`src/rtl/pwr_pkg.sv`:
```
package pwr_pkg;

    typedef enum logic [1:0] {
        PM_ACTIVE  = 2'd0,
        PM_IDLE    = 2'd1,
        PM_STANDBY = 2'd2,
        PM_SLEEP   = 2'd3
    } pm_mode_e;

    typedef enum logic [2:0] {
        PC_OTHER,
        PC_STBY_NOW,
        PC_IDLE_NOW,
        PC_IDLE_TMR,
        PC_SLEEP,
        PC_CHECK,
        PC_READY
    } pm_cls_e;

    localparam logic [7:0] OP_STBY_NOW  = 8'hE0;
    localparam logic [7:0] OP_IDLE_NOW  = 8'hE1;
    localparam logic [7:0] OP_IDLE_ALT  = 8'hF8;
    localparam logic [7:0] OP_IDLE_TMR  = 8'hE3;
    localparam logic [7:0] OP_SLEEP     = 8'hE6;
    localparam logic [7:0] OP_CHECK     = 8'hE5;
    localparam logic [7:0] OP_READY     = 8'hF9;

    typedef struct packed {
        logic clr;
        logic run;
        logic load;
        logic reload;
    } tmr_ctl_t;

    function automatic pm_cls_e classify(input logic [7:0] code);
        case (code)
            OP_STBY_NOW:             return PC_STBY_NOW;
            OP_IDLE_NOW, OP_IDLE_ALT: return PC_IDLE_NOW;
            OP_IDLE_TMR:             return PC_IDLE_TMR;
            OP_SLEEP:                return PC_SLEEP;
            OP_CHECK:                return PC_CHECK;
            OP_READY:                return PC_READY;
            default:                 return PC_OTHER;
        endcase
    endfunction

    function automatic logic is_awake(input pm_mode_e m);
        return (m == PM_ACTIVE) || (m == PM_IDLE);
    endfunction

endpackage

```
`src/rtl/pwr_cmd_decode.sv`:
```
module pwr_cmd_decode
    import pwr_pkg::*;
#(
    parameter int CODE_W = 8
) (
    input  logic [CODE_W-1:0] code,
    output pm_cls_e           cls
);
    logic [7:0] code8;

    generate
        if (CODE_W >= 8) begin : g_trunc
            assign code8 = code[7:0];
            if (CODE_W > 8) begin : g_hi
                logic hi_zero;
                assign hi_zero = (code[CODE_W-1:8] == '0);
                assign cls = hi_zero ? classify(code8) : PC_OTHER;
            end else begin : g_eq
                assign cls = classify(code8);
            end
        end else begin : g_ext
            assign code8 = {{(8-CODE_W){1'b0}}, code};
            assign cls = classify(code8);
        end
    endgenerate
endmodule

```
`src/rtl/pwr_standby_timer.sv`:
```
module pwr_standby_timer
    import pwr_pkg::*;
#(
    parameter int CNT_W        = 8,
    parameter int SEC_PER_UNIT = 5
) (
    input  logic             clk,
    input  logic             rst,
    input  tmr_ctl_t         ctl,
    input  logic [CNT_W-1:0] load_val,
    input  logic             tick,
    output logic             expire
);
    localparam int MAX_SEC = ((1 << CNT_W) - 1) * SEC_PER_UNIT;
    localparam int SEC_W   = $clog2(MAX_SEC + 1);

    logic [SEC_W-1:0] period_q;
    logic [SEC_W-1:0] left_q;
    logic             en_q;
    logic [SEC_W-1:0] load_sec;

    assign load_sec = SEC_W'(load_val) * SEC_W'(SEC_PER_UNIT);

    assign expire = tick && ctl.run && en_q && (left_q == SEC_W'(1))
                    && !ctl.reload && !ctl.load && !ctl.clr;

    always_ff @(posedge clk) begin
        if (rst || ctl.clr) begin
            period_q <= '0;
            left_q   <= '0;
            en_q     <= 1'b0;
        end else if (ctl.load) begin
            period_q <= load_sec;
            left_q   <= load_sec;
            en_q     <= (load_val != '0);
        end else if (ctl.reload) begin
            left_q   <= period_q;
        end else if (tick && ctl.run && en_q && left_q != '0) begin
            left_q   <= left_q - SEC_W'(1);
        end
    end
endmodule

```
`src/rtl/pwr_mode_fsm.sv`:
```
module pwr_mode_fsm
    import pwr_pkg::*;
#(
    parameter int CNT_W = 8
) (
    input  logic             clk,
    input  logic             rst,
    input  logic             cmd_valid,
    input  pm_cls_e          cls,
    input  logic             media_req,
    input  logic             drv_reset,
    input  logic             spin_done,
    input  logic             expire,
    output tmr_ctl_t         tctl,
    output pm_mode_e         mode_q,
    output logic             busy_q,
    output logic             irq_q,
    output logic             spin_q,
    output logic [CNT_W-1:0] chk_q,
    output logic             chk_vld_q
);
    logic accept, pwr_acc, mode_chg, awake;
    logic pend_q;

    pm_mode_e         mode_d;
    logic             busy_d, irq_d, spin_d, chk_vld_d, pend_d;
    logic [CNT_W-1:0] chk_d;

    // Acceptance and timer control, kept apart from the next-state logic
    always_comb begin
        awake    = is_awake(mode_q);
        accept   = cmd_valid && !busy_q && (mode_q != PM_SLEEP);
        pwr_acc  = accept && (cls != PC_OTHER);
        mode_chg = pwr_acc && (cls != PC_CHECK);
        tctl.clr    = drv_reset;
        tctl.run    = awake;
        tctl.load   = pwr_acc && (cls == PC_IDLE_TMR);
        tctl.reload = (accept && (cls == PC_OTHER) && awake)
                    || (media_req && (mode_q != PM_SLEEP) && !mode_chg)
                    || (pwr_acc && (cls == PC_IDLE_NOW || cls == PC_READY));
    end

    always_comb begin
        mode_d    = mode_q;
        spin_d    = spin_q && !spin_done;
        busy_d    = pwr_acc;
        irq_d     = busy_q;
        chk_vld_d = busy_q && pend_q;
        pend_d    = pwr_acc && (cls == PC_CHECK);
        chk_d     = chk_q;

        if (pwr_acc && cls == PC_CHECK)
            chk_d = (mode_q == PM_IDLE) ? '0 : '1;

        if (mode_chg) begin
            case (cls)
                PC_STBY_NOW: begin
                    mode_d = PM_STANDBY;
                    spin_d = 1'b0;
                end
                PC_SLEEP: begin
                    mode_d = PM_SLEEP;
                    spin_d = 1'b0;
                end
                PC_IDLE_NOW, PC_IDLE_TMR: begin
                    if (mode_q == PM_STANDBY) spin_d = 1'b1;
                    mode_d = PM_IDLE;
                end
                PC_READY: begin
                    if (mode_q == PM_STANDBY) spin_d = 1'b1;
                    mode_d = PM_ACTIVE;
                end
                default: mode_d = mode_q;
            endcase
        end else if (media_req && mode_q != PM_SLEEP) begin
            if (mode_q == PM_STANDBY) spin_d = 1'b1;
            mode_d = PM_ACTIVE;
        end else if (expire) begin
            mode_d = PM_STANDBY;
            spin_d = 1'b0;
        end

        if (drv_reset) begin
            spin_d    = (mode_q == PM_SLEEP) || (mode_q == PM_STANDBY);
            mode_d    = PM_ACTIVE;
            busy_d    = 1'b0;
            irq_d     = 1'b0;
            chk_vld_d = 1'b0;
            pend_d    = 1'b0;
        end
    end

    always_ff @(posedge clk) begin
        if (rst) begin
            mode_q    <= PM_ACTIVE;
            busy_q    <= 1'b0;
            irq_q     <= 1'b0;
            spin_q    <= 1'b0;
            chk_q     <= '0;
            chk_vld_q <= 1'b0;
            pend_q    <= 1'b0;
        end else begin
            mode_q    <= mode_d;
            busy_q    <= busy_d;
            irq_q     <= irq_d;
            spin_q    <= spin_d;
            chk_q     <= chk_d;
            chk_vld_q <= chk_vld_d;
            pend_q    <= pend_d;
        end
    end
endmodule

```
`src/rtl/pwr_mode_ctrl.sv`:
```
module pwr_mode_ctrl
    import pwr_pkg::*;
#(
    parameter int CODE_W       = 8,
    parameter int CNT_W        = 8,
    parameter int SEC_PER_UNIT = 5
) (
    input  logic              clk,
    input  logic              rst,
    input  logic              cmd_valid,
    input  logic [CODE_W-1:0] cmd_code,
    input  logic [CNT_W-1:0]  sect_cnt,
    input  logic              media_req,
    input  logic              drv_reset,
    input  logic              tick_1s,
    input  logic              spin_done,
    output logic              spin_req,
    output logic [1:0]        mode,
    output logic              busy,
    output logic              irq,
    output logic [CNT_W-1:0]  cnt_o,
    output logic              cnt_vld
);
    pm_cls_e  cls;
    tmr_ctl_t tctl;
    logic     expire;
    pm_mode_e mode_q;

    pwr_cmd_decode #(.CODE_W(CODE_W)) i_dec (
        .code (cmd_code),
        .cls  (cls)
    );

    pwr_standby_timer #(.CNT_W(CNT_W), .SEC_PER_UNIT(SEC_PER_UNIT)) i_tmr (
        .clk      (clk),
        .rst      (rst),
        .ctl      (tctl),
        .load_val (sect_cnt),
        .tick     (tick_1s),
        .expire   (expire)
    );

    pwr_mode_fsm #(.CNT_W(CNT_W)) i_fsm (
        .clk       (clk),
        .rst       (rst),
        .cmd_valid (cmd_valid),
        .cls       (cls),
        .media_req (media_req),
        .drv_reset (drv_reset),
        .spin_done (spin_done),
        .expire    (expire),
        .tctl      (tctl),
        .mode_q    (mode_q),
        .busy_q    (busy),
        .irq_q     (irq),
        .spin_q    (spin_req),
        .chk_q     (cnt_o),
        .chk_vld_q (cnt_vld)
    );

    assign mode = mode_q;
endmodule

```
`config.mk`:
```
export PLATFORM = sky130hd
export DESIGN_NAME = pwr_mode_ctrl
export DESIGN_NICKNAME = d
export VERILOG_FILES = /design/src/rtl/pwr_pkg.sv /design/src/rtl/pwr_cmd_decode.sv /design/src/rtl/pwr_standby_timer.sv /design/src/rtl/pwr_mode_fsm.sv /design/src/rtl/pwr_mode_ctrl.sv
export SDC_FILE = /design/constraint.sdc
export NUM_CORES = 1
export LEC_CHECK = 0
export ABC_AREA = 1
export BUFFER_PORTS_ARGS = -buffer_cell sky130_fd_sc_hd__buf_2
export CORE_ASPECT_RATIO = 0.8
export CORE_MARGIN = 2
export CORE_UTILIZATION = 40
export CTS_CLUSTER_DIAMETER = 200
export DETAILED_ROUTE_END_ITERATION = 16
export PLACE_DENSITY = 0.64
export SLEW_MARGIN = 15
export SYNTH_ARGS = -nofsm -noshare
export SYNTH_HDL_FRONTEND = slang
export SYNTH_SLANG_ARGS = --single-unit
```
`constraint.sdc`:
```
create_clock -name clk -period 1.7 [get_ports clk]
set_input_delay 0 -clock clk [delete_from_list [all_inputs] [get_ports clk]]
set_output_delay 0 -clock clk [all_outputs]
set_load 0.01 [all_outputs]
```
## After elaboration in Yosys (flattened, before gate mapping)

Index checks and enable logic that the tools add are counted.

| storage, ports and cells | value |
|---|---|
| bits in registers | 38 |
| bits in latches | 0 |
| bits in writable memories | 0 |
| bits in read-only memories | 0 |
| output and inout bits | 14 |
| logic and storage cells | 92 |
| memories | 0 |

| operators by class | value |
|---|---|
| $add $sub $neg | 1 |
| multiply operators | 1 |
| div/mod/pow operators | 0 |
| $lt $le $gt $ge | 0 |
| equal/unequal tests | 20 |
| shift-type cells | 0 |
| muxes and demuxes | 15 |
| bitwise logic cells | 0 |
| reduce and logical (&&, ||, !) cells | 45 |

Operators with widths:

| operator | count |
|---|---|
| $eq A8 B8 Y1 const B | 7 |
| $mux W11 | 3 |
| $logic_and A1 B1 Y1 | 20 |
| $pmux W3 S6 | 1 |
| $eq A11 B1 Y1 const B | 1 |
| $mul A8 B3 Y11 const B | 1 |
| $reduce_bool A11 Y1 | 1 |
| $sub A11 B1 Y11 const B | 1 |
| $eq A3 B3 Y1 const B | 3 |
| $reduce_bool A3 Y1 | 3 |
| $mux W8 | 1 |
| $pmux W2 S4 | 1 |
| $reduce_bool A8 Y1 | 1 |
| $reduce_or A2 Y1 | 4 |
| $eq A3 B2 Y1 const B | 2 |
| $logic_not A1 Y1 | 6 |
| $logic_or A1 B1 Y1 | 6 |
| $mux W2 | 3 |
| $mux W1 | 5 |
| $ne A5 B5 Y1 const B | 1 |
| $eq A2 B2 Y1 const B | 2 |
| $eq A3 B1 Y1 const B | 1 |
| $logic_not A3 Y1 | 1 |
| $ne A3 B3 Y1 const B | 1 |
| other kinds (6) | 6 |

## Longest topological paths before layout

| logic depth | value |
|---|---|
| word-level depth | 18 |
| gate-level depth with buffers | 16 |
| depth with buffers taken out | 15 |

## Modules after synthesis

From an unflattened synthesis, not the netlist that was laid out.

| second synthesis, totals | value |
|---|---|
| cells, all modules | 390 |
| area total of the unflattened synthesis | 2496.1 µm² |

Modules (own cells, without submodules):

| module | instances | cells an instance | area each (µm²) | sequential area each (µm²) |
|---|---|---|---|---|
| pwr_standby_timer | 1 | 263 | 1746.7 | 460.4 |
| pwr_mode_fsm | 1 | 87 | 575.6 | 160.2 |
| pwr_cmd_decode | 1 | 40 | 173.9 | 0.0 |

## Worst setup path after synthesis

Ideal clock, no wire load.

| path | value |
|---|---|
| path kind | in2reg |
| start | in sect_cnt[1] |
| end | reg i_tmr.left_q[9] |
| setup time | 56 ps |
| arrival time | 1548 ps |
| required time | 1644 ps |
| slack | 96 ps |
| cell stages on the path | 11 |
| buffers on the path | 0 |
| cell sequence | ha_1 > ha_1 > fa_1 > nand4_1 > nand3_1 > nand2_1 > nor3b_1 > a21oi_1 > nand3_1 > nand2_1 > inv_1 |

| on the way | value |
|---|---|
| cells in the longest elaborated chain, start to end | 2 |

Ends and longest elaborated chain:

| what | line | source |
|---|---|---|
| start, declared | pwr_mode_ctrl.sv:12 | `input logic [CNT_W-1:0] sect_cnt,` |
| $mul A8 B3 Y11 | pwr_standby_timer.sv:22 | `assign load_sec = SEC_W'(load_val) * SEC_W'(SEC_PER_UNIT);` |
| $mux W11 | pwr_standby_timer.sv:32 | `end else if (ctl.load) begin` |
| end signal, assigned | pwr_standby_timer.sv:34 | `left_q <= load_sec;` |
| end signal, assigned | pwr_standby_timer.sv:37 | `left_q <= period_q;` |
| end signal, assigned | pwr_standby_timer.sv:39 | `left_q <= left_q - SEC_W'(1);` |
| end, declared | pwr_standby_timer.sv:18 | `logic [SEC_W-1:0] left_q;` |

No other way between the ends.
A chain may end at the register's enable or synchronous reset.

## Final worst setup path

| path | value |
|---|---|
| start | reg i_tmr.left_q[1] |
| end | reg i_tmr.left_q[5] |

| on the way | value |
|---|---|
| cells in the longest elaborated chain, start to end | 4 |
| elaborated cells between the ends (all ways) | 7 |

Ends and longest elaborated chain:

| what | line | source |
|---|---|---|
| $sub A11 B1 Y11 | pwr_standby_timer.sv:39 |  |
| $mux W11 | pwr_standby_timer.sv:38 | `end else if (tick && ctl.run && en_q && left_q != '0) begin` |
| $mux W11 | pwr_standby_timer.sv:36 | `end else if (ctl.reload) begin` |
| $mux W11 | pwr_standby_timer.sv:32 |  |

Several ways; a longest one is shown, not always the timed one. The select of a mux whose other input is x is not followed.

==> metrics.yaml <==
drt_wl_total_um: 5910
hold_path_class: "in2reg"
worstMarginPinSlew_ns: 0.557
antenna_found_initial: 0
cts_root_buf: "clkbuf_8"
start_util: 0.417
htreeDepth: 2
dieArea_um2: 6330
cpMaxStageDelayCell: "dfxtp_1"
cp_slowest_stage_delay_ns: 0.32
core_area_um2: 5470
cap_violations: 0
synthCells: 353
drtIter0Drc: 128
grt_pass1_vias: 2074
final_cells: 494
yosys_warnings: 0
grt_remaining_overflow: 0
cell_internal_pwr_uw: 1470
synth_seq_cells: 31
grt.total_usage: 0.191
ys_types: 33
dr.pass1.iters: 4
path_buf_inv: 3
power_density_nw_per_um2: 692
critical_path.top_delay_family: "simple AND/OR/NAND/NOR gates"
layout.nets: 453
p_comb_frac: 0.262
avgSynthCellArea_um2: 6.46
crit_chain: "inv_1 -> ha_4 -> nand3_2 -> nor3_4 -> nand2_1 -> nand2_1 -> nand4_1 -> buf_6 -> buf_12 -> o21ai_0 -> nor2_1"
cts_tree: "done"
worstPathRequired_ns: 1.88
io_buffers: 36
drive_gt1_frac: 0.298
drv_slew: 0
switchingPower_uw: 593
relSlewSlack: 0.626
post_drt_wl_per_cell_um: 12.0
dp.cells: 478
ctsLongestPathBuffers: 2
period_needed_ns: 1.75
ant_nets: 0
insertion_delay_ns: 0.29
worst_ep_arrival_time_ns: 1.93
ios: 37
diodes: 0
p_clk_frac: 0.371
cts.sink_count: 31
crit_cells: 11
crit_type: "reg2reg"
rsz0062_at_grt: "yes"
area_growth_pct: 30.7
fin_skew_ns: 0.00676
sw_frac_of_total: 0.287
drc_errors: 0
startpoint_type: "register"
grt_pass1_wl_um: 9450
crit_fanout: 5
via_count: 2334
die_h_um: 71.5
die_w_um: 88.4
violations: "setup timing"
layout_setup_ws_ns: -0.0510
vias_per_cell: 4.72
seqPwrFrac: 0.367
power_leakage_uw: 0.00150
hold_viol_final: 0
synth_area_um2: 2280
grt_max_degree: 21
cts.clk_slew.worst_paths_ns: 0.07
rows: 24
fin_crit_sh: 1.03
place_area_um2: 2670
routabilityCongestion: 0.847
final_util: 0.546
peakVddDrop_mv: 0.373
stdcell_area_um2: 2980
finalSetupViolCount: 11
max_freq_mhz: 571
r2r_cells: 11
synthesis.nets: 391
worst_setup_path_end_kind: "register"
whs_path_depth: 3
dp_hpwl_um: 4250
status: "finished, violations left"
cts_buffers: 5
crit_top_cell: "nand2_1"
synth-seq-area-share: 0.272
[cells by family after synthesis]
kind of cell	after synthesis	synth area share
xor gates and xnor gates	9	0.0346
and+or+nand+nor	197	0.388
AOI/OAI and AO/OA	43	0.0993
DFF	31	0.272
adders and majority gates	15	0.0856
buffers and inverters	58	0.121
[layout by cell type (no fill, tap or decap), types with 7 or more instances in the layout]
cell type | Yosys | layout
dfxtp_1 | 31 | 28
nand2_2 | 14 | 15
inv_1 | 35 | 32
o21ai_0 | 11 | 8
buf_4 | 8 | 29
nand3_1 | 27 | 25
inv_2 | 4 | 7
buf_2 | 4 | 36
nand2_1 | 83 | 81
nor2_1 | 51 | 48
ha_1 | 14 | 13
a21oi_1 | 21 | 21
[worst reg2reg max path, cell delays in order (launching register included)]
cell     delay, ns
dfxtp_1       0.32
inv_1         0.12
ha_4          0.16
nand3_2       0.10
nor3_4        0.22
nand2_1       0.07
nand2_1       0.05
nand4_1       0.10
buf_6         0.16
buf_12        0.13
o21ai_0       0.14
nor2_1        0.06
[final cells by class]
type	count	area (um^2)
Clock buffer	6	82.6
Clock inverter	2	35.0
Fill cell	569	2480
Inverter	41	154
Multi-Input combinational cell	264	1470
Sequential cell	31	624
Tap cell	78	97.6
Timing Repair Buffer	72	519
[cell usage after synthesis]
master | n | area share
nand4_1 | 3 | 0.0082
buf_2 | 4 | 0.0088
inv_2 | 4 | 0.0066
o21ai_0 | 11 | 0.024
a31oi_1 | 4 | 0.011
nand3_2 | 1 | 0.0044
a21oi_1 | 21 | 0.046
nor3b_1 | 2 | 0.0066
nand3_1 | 27 | 0.059
nand3b_1 | 6 | 0.020
buf_6 | 3 | 0.015
nor2_2 | 3 | 0.0082
buf_4 | 8 | 0.026
or2_2 | 1 | 0.0027
clkbuf_1 | 2 | 0.0033
xnor2_1 | 3 | 0.012
ha_1 | 14 | 0.077
a21o_1 | 1 | 0.0033
nand2_1 | 83 | 0.14
nor3_2 | 1 | 0.0044
o21ai_1 | 4 | 0.0088
fa_1 | 1 | 0.0088
inv_1 | 35 | 0.058
xor2_1 | 6 | 0.023
nor4_1 | 3 | 0.0082
nor2_1 | 51 | 0.084
dfxtp_1 | 31 | 0.27
o21bai_1 | 1 | 0.0033
nand2_2 | 14 | 0.038
o22ai_1 | 1 | 0.0027
nor2_4 | 1 | 0.0049
nor3_1 | 1 | 0.0022
clkinv_1 | 2 | 0.0033
[per-layer routing]
layer	GRT usage	wire length [um]	vias to the layer above
met1	0.279	2910	1021
met3	0.0392	318	8
met2	0.285	2610	57
met5	0	0	-
li1	-	-	1248
met4	0.0556	70	0
[worst paths after layout]
path / endpoint / slack, ns / from
max: i_tmr.left_q[5] / -0.05 / i_tmr.left_q[1]
max reg2reg: i_tmr.left_q[5] / -0.05 / i_tmr.left_q[1]
min reg2reg: i_tmr.period_q[10] / 0.46 / i_tmr.period_q[10]
min: i_fsm.spin_q / 0.02 / drv_reset
[power groups by stage]
stage	logic [uW]	clock network [uW]	registers (uW)
2_1_floorplan	308	0	770
3_3_place_gp	450	0	769
3_5_place_dp	456	0	769
4_1_cts	476	778	753
5_1_grt	607	810	757
6_report	541	766	757
[state kept, by name (all words and copies together) (netlist names)]
name	cells
i_tmr.left_q	11
i_tmr.period_q	11
i_fsm.mode_q	2
i_fsm.busy_q	1
i_fsm.chk_q	1
i_fsm.chk_vld_q	1
i_fsm.irq_q	1
i_fsm.pend_q	1
i_fsm.spin_q	1
i_tmr.en_q	1
[stage by stage]
step                      hold slack (ns)  total power [uW]  TNS [ns]  worst slack (ns)
after global routing               0.0552              2170     -1.38            -0.158
final                              0.0224              2060    -0.324           -0.0510
after global placement              0.272              1220    -0.523            -0.110
after detailed placement            0.278              1220    -0.826            -0.168
after CTS                          0.0139              2010         0            0.0114
after floorplan                     0.152              1080         0            0.0958
[timing repair]
action | 4_1_cts | 5_1_grt
hold endpoints to repair | 2 | 0
buffers inserted | 1 | 3
gates resized for setup | 3 | 27
endpoints found under the setup margin | 8 | 18
pin swaps | 0 | 8
hold buffers | 2 | 0
cloned | 0 | 2
No activity file was read; power rests on OpenSTA's default activity.
